**config.mk**
```make
export PLATFORM = sky130hd
export DESIGN_NAME = fpdec_top
export DESIGN_NICKNAME = d
export VERILOG_FILES = /design/src/rtl/fpdec_pkg.sv /design/src/rtl/fpdec_optab.sv /design/src/rtl/fpdec_regchk.sv /design/src/rtl/fpdec_top.sv
export SDC_FILE = /design/constraint.sdc
export NUM_CORES = 1
export LEC_CHECK = 0
export BUFFER_PORTS_ARGS = -buffer_cell sky130_fd_sc_hd__buf_4
export CORE_MARGIN = 2
export CORE_UTILIZATION = 54
export CTS_CLUSTER_SIZE = 16
export DETAILED_ROUTE_END_ITERATION = 6
export GPL_TIMING_DRIVEN = 0
export HOLD_SLACK_MARGIN = 0.1
export PLACE_DENSITY = 0.85
export SYNTH_ARGS = -nofsm -noshare
export SYNTH_HDL_FRONTEND = slang
export SYNTH_HIERARCHICAL = 1
export SYNTH_SLANG_ARGS = --single-unit
export TNS_END_PERCENT = 1
```
**constraint.sdc**
```tcl
create_clock -name clk_i -period 0.95 [get_ports clk_i]
set_input_delay 0.0475 -clock clk_i [delete_from_list [all_inputs] [get_ports clk_i]]
set_output_delay 0.0475 -clock clk_i [all_outputs]
set_load 0.02 [all_outputs]
```
**src/rtl/fpdec_pkg.sv**
```systemverilog
package fpdec_pkg;
  localparam int INSN_W = 32;
  localparam int OP_W   = 9;
  localparam int REG_W  = 5;
  localparam int TRAP_W = 3;
  localparam int NSLOT  = 3;  // 0: rs1, 1: rs2, 2: rd
  localparam logic [TRAP_W-1:0] TRAP_BADREG = 3'd6;
  localparam logic [INSN_W-1:0] GRP_MASK  = 32'hC1F8_0000;
  localparam logic [INSN_W-1:0] GRP_ARITH = 32'h81A0_0000;
  localparam logic [INSN_W-1:0] GRP_CMP   = 32'h81A8_0000;

  typedef enum logic [1:0] {SZ_NONE = 2'd0, SZ_S = 2'd1, SZ_D = 2'd2, SZ_Q = 2'd3} sz_e;

  typedef struct packed {
    logic hit;
    sz_e  rd;
    logic rd_pk;
    sz_e  rs2;
    logic rs2_pk;
    sz_e  rs1;
    logic rs1_pk;
  } optype_t;

  function automatic optype_t mk(sz_e rd, logic rdp, sz_e b, logic bp, sz_e a, logic ap);
    optype_t t;
    t.hit = 1'b1;
    t.rd = rd;  t.rd_pk = rdp;
    t.rs2 = b;  t.rs2_pk = bp;
    t.rs1 = a;  t.rs1_pk = ap;
    return t;
  endfunction

  function automatic optype_t arith_lookup(logic [OP_W-1:0] op);
    optype_t t;
    t = '0;
    case (op)
      9'h02b:                         t = mk(SZ_Q, 1, SZ_Q, 1, SZ_NONE, 0);
      9'h043, 9'h047, 9'h04b, 9'h04f: t = mk(SZ_Q, 1, SZ_Q, 1, SZ_Q, 1);
      9'h06e:                         t = mk(SZ_Q, 1, SZ_D, 1, SZ_D, 1);
      9'h0c7:                         t = mk(SZ_S, 1, SZ_Q, 1, SZ_NONE, 0);
      9'h0cb:                         t = mk(SZ_D, 1, SZ_Q, 1, SZ_NONE, 0);
      9'h0cc:                         t = mk(SZ_Q, 1, SZ_S, 0, SZ_NONE, 0);
      9'h0cd:                         t = mk(SZ_Q, 1, SZ_S, 1, SZ_NONE, 0);
      9'h0ce:                         t = mk(SZ_Q, 1, SZ_D, 1, SZ_NONE, 0);
      9'h0d3:                         t = mk(SZ_S, 0, SZ_Q, 1, SZ_NONE, 0);
      9'h029:                         t = mk(SZ_S, 1, SZ_S, 1, SZ_NONE, 0);
      9'h02a:                         t = mk(SZ_D, 1, SZ_D, 1, SZ_NONE, 0);
      9'h042, 9'h046, 9'h04a, 9'h04e: t = mk(SZ_D, 1, SZ_D, 1, SZ_D, 1);
      9'h041, 9'h045, 9'h049, 9'h04d: t = mk(SZ_S, 1, SZ_S, 1, SZ_S, 1);
      9'h069:                         t = mk(SZ_D, 1, SZ_S, 1, SZ_S, 1);
      9'h0c6:                         t = mk(SZ_S, 1, SZ_D, 1, SZ_NONE, 0);
      9'h0c9:                         t = mk(SZ_D, 1, SZ_S, 1, SZ_NONE, 0);
      9'h0d1:                         t = mk(SZ_S, 0, SZ_S, 1, SZ_NONE, 0);
      9'h0d2:                         t = mk(SZ_S, 0, SZ_D, 1, SZ_NONE, 0);
      9'h0c4:                         t = mk(SZ_S, 1, SZ_S, 0, SZ_NONE, 0);
      9'h0c8:                         t = mk(SZ_D, 1, SZ_S, 0, SZ_NONE, 0);
      9'h001, 9'h005, 9'h009:         t = mk(SZ_S, 0, SZ_S, 0, SZ_NONE, 0);
      default:                        t = '0;
    endcase
    return t;
  endfunction

  function automatic optype_t cmp_lookup(logic [OP_W-1:0] op);
    optype_t t;
    t = '0;
    case (op)
      9'h051, 9'h055: t = mk(SZ_NONE, 0, SZ_S, 1, SZ_S, 1);
      9'h052, 9'h056: t = mk(SZ_NONE, 0, SZ_D, 1, SZ_D, 1);
      9'h053, 9'h057: t = mk(SZ_NONE, 0, SZ_Q, 1, SZ_Q, 1);
      default:        t = '0;
    endcase
    return t;
  endfunction
endpackage

```
**src/rtl/fpdec_optab.sv**
```systemverilog
module fpdec_optab
  import fpdec_pkg::*;
#(
  parameter int GRP = 0  // 0: arithmetic/convert, 1: compare
) (
  input  logic [OP_W-1:0] op_i,
  output optype_t         typ_o
);
  if (GRP == 0) begin : g_arith
    assign typ_o = arith_lookup(op_i);
  end else begin : g_cmp
    assign typ_o = cmp_lookup(op_i);
  end
endmodule

```
**src/rtl/fpdec_regchk.sv**
```systemverilog
module fpdec_regchk
  import fpdec_pkg::*;
#(
  parameter bit ZERO_IF_NONE = 1'b0  // absent slot must carry register 0 (compare destination)
) (
  input  logic             en_i,
  input  sz_e              sz_i,
  input  logic [REG_W-1:0] idx_i,
  output logic             bad_o
);
  always_comb begin
    bad_o = 1'b0;
    if (en_i) begin
      case (sz_i)
        SZ_Q:    bad_o = |idx_i[1:0];
        SZ_D:    bad_o = idx_i[0];
        SZ_S:    bad_o = 1'b0;
        default: bad_o = ZERO_IF_NONE ? |idx_i : 1'b0;
      endcase
    end
  end
endmodule

```
**src/rtl/fpdec_top.sv**
```systemverilog
module fpdec_top
  import fpdec_pkg::*;
(
  input  logic              clk_i,
  input  logic              rst_ni,
  input  logic              valid_i,
  input  logic [INSN_W-1:0] insn_i,
  output logic              done_o,
  output logic              ok_o,
  output logic [TRAP_W-1:0] trap_o,
  output logic [1:0]        rs1_sz_o,
  output logic [1:0]        rs2_sz_o,
  output logic [1:0]        rd_sz_o,
  output logic              rs1_pk_o,
  output logic              rs2_pk_o,
  output logic              rd_pk_o
);
  localparam int NGRP = 2;

  logic [INSN_W-1:0] masked;
  logic [NGRP-1:0]   grp_hit;
  optype_t           grp_typ [NGRP];
  optype_t           typ;
  logic [OP_W-1:0]   opc;
  logic [REG_W-1:0]  slot_idx [NSLOT];
  sz_e               slot_sz  [NSLOT];
  logic [NSLOT-1:0]  slot_bad;
  logic              bad_reg, legal;

  assign masked     = insn_i & GRP_MASK;
  assign grp_hit[0] = (masked == GRP_ARITH);
  assign grp_hit[1] = (masked == GRP_CMP);
  assign opc        = insn_i[13:5];

  for (genvar g = 0; g < NGRP; g++) begin : g_tab
    fpdec_optab #(.GRP(g)) u_tab (.op_i(opc), .typ_o(grp_typ[g]));
  end

  always_comb begin
    typ = '0;
    for (int g = 0; g < NGRP; g++)
      if (grp_hit[g]) typ = grp_typ[g];
  end

  assign slot_idx[0] = insn_i[18:14];
  assign slot_idx[1] = insn_i[4:0];
  assign slot_idx[2] = insn_i[29:25];
  assign slot_sz[0]  = typ.rs1;
  assign slot_sz[1]  = typ.rs2;
  assign slot_sz[2]  = typ.rd;

  for (genvar k = 0; k < NSLOT; k++) begin : g_chk
    fpdec_regchk #(.ZERO_IF_NONE(k == NSLOT-1)) u_chk (
      .en_i (typ.hit),
      .sz_i (slot_sz[k]),
      .idx_i(slot_idx[k]),
      .bad_o(slot_bad[k])
    );
  end

  assign bad_reg = |slot_bad;
  assign legal   = typ.hit & ~bad_reg;

  always_ff @(posedge clk_i or negedge rst_ni) begin
    if (!rst_ni) begin
      done_o   <= 1'b0;
      ok_o     <= 1'b0;
      trap_o   <= '0;
      rs1_sz_o <= '0;
      rs2_sz_o <= '0;
      rd_sz_o  <= '0;
      rs1_pk_o <= 1'b0;
      rs2_pk_o <= 1'b0;
      rd_pk_o  <= 1'b0;
    end else begin
      done_o <= valid_i;
      if (valid_i) begin
        ok_o     <= legal;
        trap_o   <= bad_reg ? TRAP_BADREG : '0;
        rs1_sz_o <= legal ? typ.rs1 : SZ_NONE;
        rs2_sz_o <= legal ? typ.rs2 : SZ_NONE;
        rd_sz_o  <= legal ? typ.rd  : SZ_NONE;
        rs1_pk_o <= legal & typ.rs1_pk;
        rs2_pk_o <= legal & typ.rs2_pk;
        rd_pk_o  <= legal & typ.rd_pk;
      end
    end
  end

  a_r2_done_after_valid: assert property (@(posedge clk_i) disable iff (!rst_ni)
    valid_i |=> done_o);
  a_r2_done_idle: assert property (@(posedge clk_i) disable iff (!rst_ni)
    !valid_i |=> !done_o);
  a_r7_trap_excludes_ok: assert property (@(posedge clk_i) disable iff (!rst_ni)
    (trap_o != '0) |-> !ok_o);
  a_r8_trap_code: assert property (@(posedge clk_i) disable iff (!rst_ni)
    (trap_o == '0) || (trap_o == TRAP_BADREG));
  a_r10_clear_when_bad: assert property (@(posedge clk_i) disable iff (!rst_ni)
    !ok_o |-> (rs1_sz_o == '0 && rs2_sz_o == '0 && rd_sz_o == '0 && !rs1_pk_o && !rs2_pk_o && !rd_pk_o));
  a_r12_hold: assert property (@(posedge clk_i) disable iff (!rst_ni)
    !valid_i |=> ($stable(ok_o) && $stable(trap_o) && $stable(rd_sz_o) && $stable(rs2_sz_o) && $stable(rs1_sz_o)));
  a_r6_absent_not_packed: assert property (@(posedge clk_i) disable iff (!rst_ni)
    (ok_o && rs1_sz_o == '0) |-> !rs1_pk_o);
endmodule

```
==> impl_metrics.toml, run 1 <==
[synth]
synth_enable_flop_cells = 0
synth_cell_type_count = 50
yosysWarnings = 6
synthesized_area_divided_by_synthesized_cell_count_um2 = 7.73
synth_async_reset_ratio_pct = 100
synth_seq_area_share_pct = 21.5
netlist_instances = 181
synth_area_um2 = 1400
synth_flop_cell = "sky130_fd_sc_hd__dfrtp_1"
ys_ff_latch = 12

[place]
place.gp.congestion = 0.897
dp_worst_setup_slack_ps = -2080
io_buffer_count = 40
dp.final_hpwl_um = 3440
place.detailed.instances = 253

[floorplanning]
die_x_um = 54.9
num_io_pins = 49
rows = 18
floorplan.initialDensity_pct = 57.0
die-height_um = 54.9

[cts]
cts.sinks = 12
clock_path_buffers = 2
cts_htree_levels = 1
cts-root-buf = "sky130_fd_sc_hd__clkbuf_4"
cts-buffers-inserted = 3

[global_route]
maximum_number_of_pins_on_one_net_before_global_route_repair = 13

[sta]
worst_endpoint_kind = "register input"
globalroute.repair_timing.worst_endpoint = "rs1_sz_o[1]$_DFFE_PN0P_/D"

[status]
status = "aborted with a tool error"
err = "[ERROR DPL-0038] Utilization greater than 100%, impossible to legalize"
stop_stage = "global routing (5_1_grt)"
==> per-stage QoR <==
stage | cell area (µm²) | hold WS, ps
after floorplan | 1450 | -248
after CTS | 2300 | 156
after detailed placement | 1790 | -107
after global placement | 1790 | -116
==> cell families after synthesis <==
group	Yosys count	share of synthesized area (%)
simple gates	73	33.3
compound gates	48	22.8
buf+inv	34	13.1
flops	12	21.5
mux	11	8.23
other cells	2	0.537
xor+xnor	1	0.626
==> Yosys cell counts, drive strengths merged (2+ instances only) <==
| cell type | n | area, µm² |
|---|---|---|
| clkbuf | 4 | 15.0 |
| o211ai | 4 | 30.0 |
| buf | 16 | 115 |
| o22ai | 10 | 62.6 |
| dfrtp | 12 | 300 |
| nor4 | 3 | 18.8 |
| nand3 | 5 | 25.0 |
| nor2b | 2 | 12.5 |
| a211oi | 3 | 22.5 |
| and3 | 4 | 31.3 |
| o21ai | 7 | 35.0 |
| inv | 14 | 52.6 |
| nor2 | 23 | 86.3 |
| nand2b | 3 | 18.8 |
| a21oi | 11 | 55.1 |
| nor3 | 6 | 30.0 |
| nand2 | 11 | 56.3 |
| o211a | 2 | 20.0 |
| and4bb | 4 | 50.1 |
| conb | 2 | 7.51 |
| nor4bb | 2 | 20.0 |
| a31oi | 3 | 18.8 |
| mux2i | 10 | 100 |
==> what timing repair did <==
item | CTS
gates cloned | 1
endpoints found under the setup margin | 12
pin swaps | 24
gates resized for setup | 52
hold buffers | 2
endpoints found under the hold margin | 14
setup buffers | 26
==> inputs of run 2 (changes only) <==
--- a/config.mk
+++ b/config.mk
@@ -6,13 +6,11 @@
 export NUM_CORES = 1
 export LEC_CHECK = 0
 export BUFFER_PORTS_ARGS = -buffer_cell sky130_fd_sc_hd__buf_4
-export CORE_MARGIN = 2
-export CORE_UTILIZATION = 54
-export CTS_CLUSTER_SIZE = 16
+export CORE_AREA = 2 2 63 65
 export DETAILED_ROUTE_END_ITERATION = 6
+export DIE_AREA = 0 0 65 67
 export GPL_TIMING_DRIVEN = 0
-export HOLD_SLACK_MARGIN = 0.1
-export PLACE_DENSITY = 0.85
+export PLACE_DENSITY_LB_ADDON = 0.15
 export SYNTH_ARGS = -nofsm -noshare
 export SYNTH_HDL_FRONTEND = slang
 export SYNTH_HIERARCHICAL = 1
==> run 2 against run 1 <==
The flow now finishes, with violations (negative setup slack). Synthesized cell count did not move. Synthesized area did not move.
==> impl_metrics.toml, run 2 <==
[drt]
dr.first_iter.drc_count = 121
avgRoutedWirePerCell_um = 15.3
finalWirelength_um = 4680
detail_route.vias_per_cell = 5.52
drc = 0
routed-via-count = 1685
detail_route.first_pass.iterations = 5
antenna_violating_nets_post_route = 0

[global_route]
gr-usage-all-layers_pct = 22.1
first_global_vias = 1607
grt_antenna_before_repair = 0
wire_length_of_the_first_global_routing_pass_um = 7560
maximum_number_of_pins_on_one_net_before_global_route_repair = 13
grt_overflow_total = 0

[setup_path]
cp_cell_sequence = "buf_6 -> buf_8 -> and2b_2 -> or3b_4 -> a211oi_2 -> nor4_2 -> o221ai_1 -> mux2i_1 -> nor2_1 -> inv_1 -> a21oi_1 -> o211a_1 -> nor4b_4 -> buf_4 -> nand4_2 -> o22ai_1"
critical_path_required_time_ps = 1100
crit-reg2reg-launch = "rs2_sz_o[0]"
worstSetupStartpoint = "insn_i[7]"
reg2reg_slack_ps = 280
crit_path_max_fanout = 6
timing.critical_path.to_type = "flop"
critical_path.top_delay_family = "simple AND/OR/NAND/NOR gates"
critPathArrivalTime_ps = 2670
worst-setup-path-type = "in2reg"
worstReg2RegEnd = "rs2_sz_o[0]"
crit_path_max_incr_delay_ps = 280
critPathLaunchType = "primary input"
cp_slowest_cell = "sky130_fd_sc_hd__nor4_2"
count_of_cells_along_the_worst_register_to_register_path = 2
critical_path_buf_inv_count = 4

[cts]
clock_path_buffers = 2
tritoncts_clock_tree = "done"
cts-root-buf = "sky130_fd_sc_hd__clkbuf_8"
cts_htree_levels = 1
clock_insertion_delay_worst_skew_ps = 230
cts.sinks = 12
clk_pin_slew_worst_paths_ps = 50
cts-buffers-inserted = 3

[finish]
layout.cells.most_common_list = "sky130_fd_sc_hd__buf_4, sky130_fd_sc_hd__nor2_1, sky130_fd_sc_hd__inv_1"
layout.cells.non_filler = 305
reg.largest.list = "rd_sz_o (2), rs1_sz_o (2), rs2_sz_o (2)"
filler_cell_count = 304
area.growth.synth_to_final_pct = 67.4
n_antenna_cell = 0
final_nets = 293
commonest_non_fill_non_tap_cell_in_the_layout = "sky130_fd_sc_hd__buf_4"
post_layout_util_pct = 64.9
post_route_cells_drive_above_1_share_pct = 50.6

[floorplanning]
die_area_um2 = 4360
floorplan.core_area_um2 = 3610
die-height_um = 67
floorplan.initialDensity_pct = 38.8
rows = 22
num_io_pins = 49
die_x_um = 65

[sta]
fin_skew_ps = 0
max_freq_mhz = 398
maxSlewHeadroom_pct = 62.3
setup_viol_count_final = 11
final_min_period_over_clock_period_pct = 265
timing_worst_slew_pin_value_ps = 565
grt_setup_unrepaired = "yes"
slew_viol_final = 0
fin_crit_ps = 2510
final_hold_viol_count = 0
timing.final.ws_setup_ps = -1560

[synth]
netlist_instances = 181
synth_cell_type_count = 50
synth_area_um2 = 1400
ys_ff_latch = 12
yosysWarnings = 6
synth_async_reset_ratio_pct = 100
synth_flop_cell = "sky130_fd_sc_hd__dfrtp_1"
synth_top_cells_by_area = "sky130_fd_sc_hd__dfrtp_1, sky130_fd_sc_hd__mux2i_1, sky130_fd_sc_hd__nor2_1"
yosysMostFrequentCell = "sky130_fd_sc_hd__nor2_1"
synth_enable_flop_cells = 0
netlist.area_leader.share_pct = 21.5
synthesized_area_divided_by_synthesized_cell_count_um2 = 7.73
synth_seq_area_share_pct = 21.5
synth_area_leader_cell = "sky130_fd_sc_hd__dfrtp_1"
synth_commonest_cells = "sky130_fd_sc_hd__nor2_1, sky130_fd_sc_hd__inv_1, sky130_fd_sc_hd__dfrtp_1"

[power_and_ir_drop]
share_seq_of_total_power_pct = 31.0
power.switching_fraction_pct = 27.3
combinationalPowerShare_pct = 37.7
fin_total_pwr_w = 0.00168
power_frac_clock_pct = 31.3
power_density_cells_nw_per_um2 = 718
power.leakage_nw = 1.05
total_net_switching_power_w = 0.000459
vdd_ir_drop_max_v = 0.000407
internal_portion_of_total_power_w = 0.00122

[worst_hold_path]
holdCritStartpoint = "valid_i"
hold_path_class = "in2reg"
holdPathEnd = "ok_o"
whs_path_depth = 2

[place]
dp.final_hpwl_um = 2880
place.detailed.instances = 271
place.gp.congestion = 0.834
io_buffer_count = 40

[status]
violations = "negative setup slack"
status = "complete, but fails checks"

[run]
max-cap-violations = 0
-- run 2: area by class of cell --
class                           count  area (µm²)  share of cell area, %
Timing Repair Buffer               69         571                   24.4
Inverter                           14        52.6                   2.24
Clock buffer                        4        55.1                   2.35
Buffer                             20         185                   7.91
Sequential cell                    12         300                   12.8
Multi-Input combinational cell    138        1120                   47.7
Tap cell                           48        60.1                   2.57
-- run 2: worst reg2reg max path, cell delays in order, from the launching register on --
cell	delay, ps
sky130_fd_sc_hd__dfrtp_1	370
sky130_fd_sc_hd__inv_1	80
sky130_fd_sc_hd__o22ai_2	70
-- run 2: power groups by stage --
stage | Combinational (W) | Clock [W] | Sequential [W]
after floorplan | 0.000259 | 0 | 0.000535
after global placement | 0.000435 | 0 | 0.000528
after detailed placement | 0.000432 | 0 | 0.000528
after CTS | 0.000600 | 0.000540 | 0.000520
after global routing | 0.000672 | 0.000575 | 0.000520
final | 0.000634 | 0.000527 | 0.000521
-- run 2: worst max path at each step --
stage | end | slack [ps] | cells past startpoint
2_1_floorplan | rd_pk_o | -1480 | 12
3_3_place_gp | rs2_pk_o | -1990 | 15
3_5_place_dp | rs1_sz_o[0] | -2010 | 15
4_1_cts | rd_pk_o | -1460 | 14
5_1_grt | rd_sz_o[1] | -1720 | 16
6_report | rs1_sz_o[1] | -1560 | 16
-- run 2: what timing repair did --
| action | in CTS | in global routing |
|---|---|---|
| pin swaps | 20 | 8 |
| buffers inserted | 26 | 0 |
| endpoints found under the hold margin | 13 | 0 |
| hold buffers | 2 | 0 |
| cloned | 2 | 0 |
| endpoints found under the setup margin | 12 | 12 |
| resized for setup | 37 | 11 |
-- run 2: kinds of logic (layout without fill, tap and decap cells) --
logic type                after synthesis  in the layout  synth area share [%]
DFF                                    12             12                  21.5
buffers and inverters                  34            107                  13.1
muxes                                  11             11                  8.23
AOI/OAI and AO/OA                      48             48                  22.8
xor gates and xnor gates                1              1                 0.626
other                                   2              4                 0.537
and+or+nand+nor                        73             74                  33.3
-- run 2: layer usage --
| layer | global-route usage, % | up-vias | share of wire (%) | routed length, µm |
|---|---|---|---|---|
| met5 | 0 | - | 0 | 0 |
| met4 | 8.51 | 0 | 2.8 | 131 |
| met3 | 2.20 | 15 | 5.6 | 260 |
| met2 | 43.2 | 72 | 53 | 2480 |
| met1 | 24.2 | 796 | 39 | 1810 |
| li1 | - | 802 | - | - |
-- run 2: through the flow --
stage	setup TNS (ps)	hold slack, ps	setup slack [ps]	area (µm²)
global placement	-21520	-108	-1990	1810
floorplan	-16080	-248	-1480	1450
global route	-18630	40.3	-1720	2340
detailed placement	-21690	-108	-2010	1810
CTS	-15700	33.8	-1460	2290
finish	-16910	42.7	-1560	2340
(Power assumes the default switching activity.)
==> inputs of run 3 (changes only) <==
--- a/config.mk
+++ b/config.mk
@@ -11,6 +11,7 @@
 export DIE_AREA = 0 0 65 67
 export GPL_TIMING_DRIVEN = 0
 export PLACE_DENSITY_LB_ADDON = 0.15
+export REMOVE_ABC_BUFFERS = 1
 export SYNTH_ARGS = -nofsm -noshare
 export SYNTH_HDL_FRONTEND = slang
 export SYNTH_HIERARCHICAL = 1
==> run 3 against run 2 <==
Combinational power fell by 8.8%. Cell count fell by 8.2%. Clock skew did not move. Global-route usage fell by 3.1 points. The flow still finishes with violations (negative setup slack). Highest routed layer unchanged. Via count fell by 6.4%. Critical endpoint unchanged. Critical path type unchanged.
==> impl_metrics.toml, run 3 (synthesis gave the netlist of run 2 again) <==
[status]
status = "complete, but fails checks"
violations = "negative setup slack"

[sta]
final_hold_viol_count = 0
max_freq_mhz = 426
fin_crit_ps = 2350
timing.final.ws_setup_ps = -1400
setup_viol_count_final = 11
slew_viol_final = 0
fin_skew_ps = 0
final_min_period_over_clock_period_pct = 247
grt_setup_unrepaired = "yes"

[place]
dp.final_hpwl_um = 2700
place.detailed.instances = 252
io_buffer_count = 41
place.gp.congestion = 0.865
dp_worst_setup_slack_ps = -2030
post_dp_cell_area_um2 = 1640

[global_route]
maximum_number_of_pins_on_one_net_before_global_route_repair = 15
wire_length_of_the_first_global_routing_pass_um = 6560
grt_overflow_total = 0
grt_antenna_before_repair = 0
first_global_vias = 1444
gr-usage-all-layers_pct = 19.0

[cts]
clock_insertion_delay_worst_skew_ps = 230
tritoncts_clock_tree = "done"
cts.sinks = 12
clock_path_buffers = 2
cts_htree_levels = 1
cts-root-buf = "sky130_fd_sc_hd__clkbuf_8"
cts-buffers-inserted = 3
clk_pin_slew_worst_paths_ps = 50

[drt]
antenna_violating_nets_post_route = 0
routed-via-count = 1578
drc = 0
dr.first_iter.drc_count = 128
detail_route.first_pass.iterations = 5
detail_route.vias_per_cell = 5.64
avgRoutedWirePerCell_um = 15.6
finalWirelength_um = 4380

[setup_path]
critical_path_required_time_ps = 1110
timing.critical_path.to_type = "flop"
worstReg2RegEnd = "trap_o[1]"
cp_cell_sequence = "buf_8 -> nor4bb_2 -> o21bai_4 -> nor3_2 -> nor4_2 -> o221ai_1 -> mux2i_1 -> nor2_1 -> nand2_1 -> o211a_1 -> nor4b_4 -> buf_6 -> nand4_4 -> o22ai_2"
count_of_cells_along_the_worst_register_to_register_path = 2
worst-setup-path-type = "in2reg"
crit_path_max_fanout = 13
crit-reg2reg-launch = "trap_o[1]"
worstSetupStartpoint = "insn_i[10]"
reg2reg_slack_ps = 280
critPathCapture = "rs1_sz_o[1]"
cp_slowest_cell = "sky130_fd_sc_hd__nor4bb_2"
crit_path_max_incr_delay_ps = 440
critPathArrivalTime_ps = 2500
critPathLaunchType = "primary input"

[run]
max-cap-violations = 0

[floorplanning]
num_io_pins = 49
die_x_um = 65
rows = 22
die-height_um = 67
floorplan.initialDensity_pct = 38.8
floorplan.core_area_um2 = 3610
die_area_um2 = 4360

[finish]
layout.cells.non_filler = 280
regArea_um2 = 300
layout.cells.most_common_list = "sky130_fd_sc_hd__buf_4, sky130_fd_sc_hd__nor2_1, sky130_fd_sc_hd__inv_1"
multi_input_comb_area_um2 = 1240
n_antenna_cell = 0
area.growth.synth_to_final_pct = 60.9
post_layout_util_pct = 62.4
filler_cell_count = 302
postLayoutCellArea_um2 = 2250
reg.largest.list = "rd_sz_o (2), rs1_sz_o (2), rs2_sz_o (2)"
post_route_cells_drive_above_1_share_pct = 51.7
final_nets = 268
commonest_non_fill_non_tap_cell_in_the_layout = "sky130_fd_sc_hd__buf_4"

[power_and_ir_drop]
vdd_ir_drop_max_v = 0.000322
power.leakage_nw = 0.951
fin_total_pwr_w = 0.00164
power_density_cells_nw_per_um2 = 727

[worst_hold_path]
hold_path_class = "in2reg"
run 3: changes by cell type in the layout (fill, tap and decap cells not counted), moves of 2 or more:
cell                       previous run  this run
sky130_fd_sc_hd__buf_4               69        54
sky130_fd_sc_hd__buf_6                8         4
sky130_fd_sc_hd__a21oi_1             11         9
sky130_fd_sc_hd__a21oi_2              0         2
sky130_fd_sc_hd__buf_12               0         2
sky130_fd_sc_hd__buf_8                5         3
sky130_fd_sc_hd__clkbuf_1             2         0
sky130_fd_sc_hd__nand2_1              8         6
sky130_fd_sc_hd__nor2_1              22        20
sky130_fd_sc_hd__o21ai_4              1         3
sky130_fd_sc_hd__o22ai_1              5         3
sky130_fd_sc_hd__o22ai_2              5         7
run 3: worst min-delay path by stage:
stage	from	to	slack, ps	depth (start not counted)
6_report	valid_i	done_o	50	1
5_1_grt	valid_i	done_o	50	1
4_1_cts	valid_i	done_o	30	1
3_5_place_dp	rst_ni	done_o	-110	1
3_3_place_gp	rst_ni	rs1_sz_o[0]	-110	1
2_1_floorplan	rst_ni	done_o	-250	0
run 3: metal layers:
metal	global-route usage, %	vias up	part of all wire [%]
li1	-	757	-
met1	22.4	738	40
met2	35.6	71	53
met3	1.86	12	4.3
met4	6.38	0	2.7
met5	0	-	0
run 3: cell type report:
| class | instances | share of cell area, % |
|---|---|---|
| multi-input cells | 138 | 55.0 |
| inverters | 14 | 2.33 |
| clock buffers | 4 | 2.45 |
| repair buffers | 64 | 24.2 |
| well taps | 48 | 2.67 |
| flip-flops and latches | 12 | 13.3 |
run 3: where the power goes:
| group | internal (W) | total (W) | switching [W] |
|---|---|---|---|
| sequential | 0.000517 | 0.000520 | 0.00000279 |
| combinational | 0.000283 | 0.000578 | 0.000295 |
| clock | 0.000365 | 0.000538 | 0.000173 |
| total | 0.00117 | 0.00164 | 0.000471 |
run 3: timing repair:
action | CTS | global route
buffers inserted | 15 | 8
hold endpoints to repair | 12 | 0
hold buffers | 1 | 0
pin swaps | 22 | 21
gates resized for setup | 35 | 43
setup endpoints to repair | 11 | 11
cloned | 1 | 0
run 3: through the flow:
stage	setup TNS [ps]	hold slack [ps]
after global placement	-21260	-109
final	-14890	53.9
after floorplan	-16240	-248
after detailed placement	-21640	-109
after global routing	-16500	50.3
after CTS	-15010	28.9
run 3: worst max-delay path, delay by kind of cell:
family / cells / cell delay, ps
and+or+nand+nor: 7 / 1400
AOI/OAI and AO/OA: 4 / 630
buffers and inverters: 2 / 290
muxes: 1 / 120
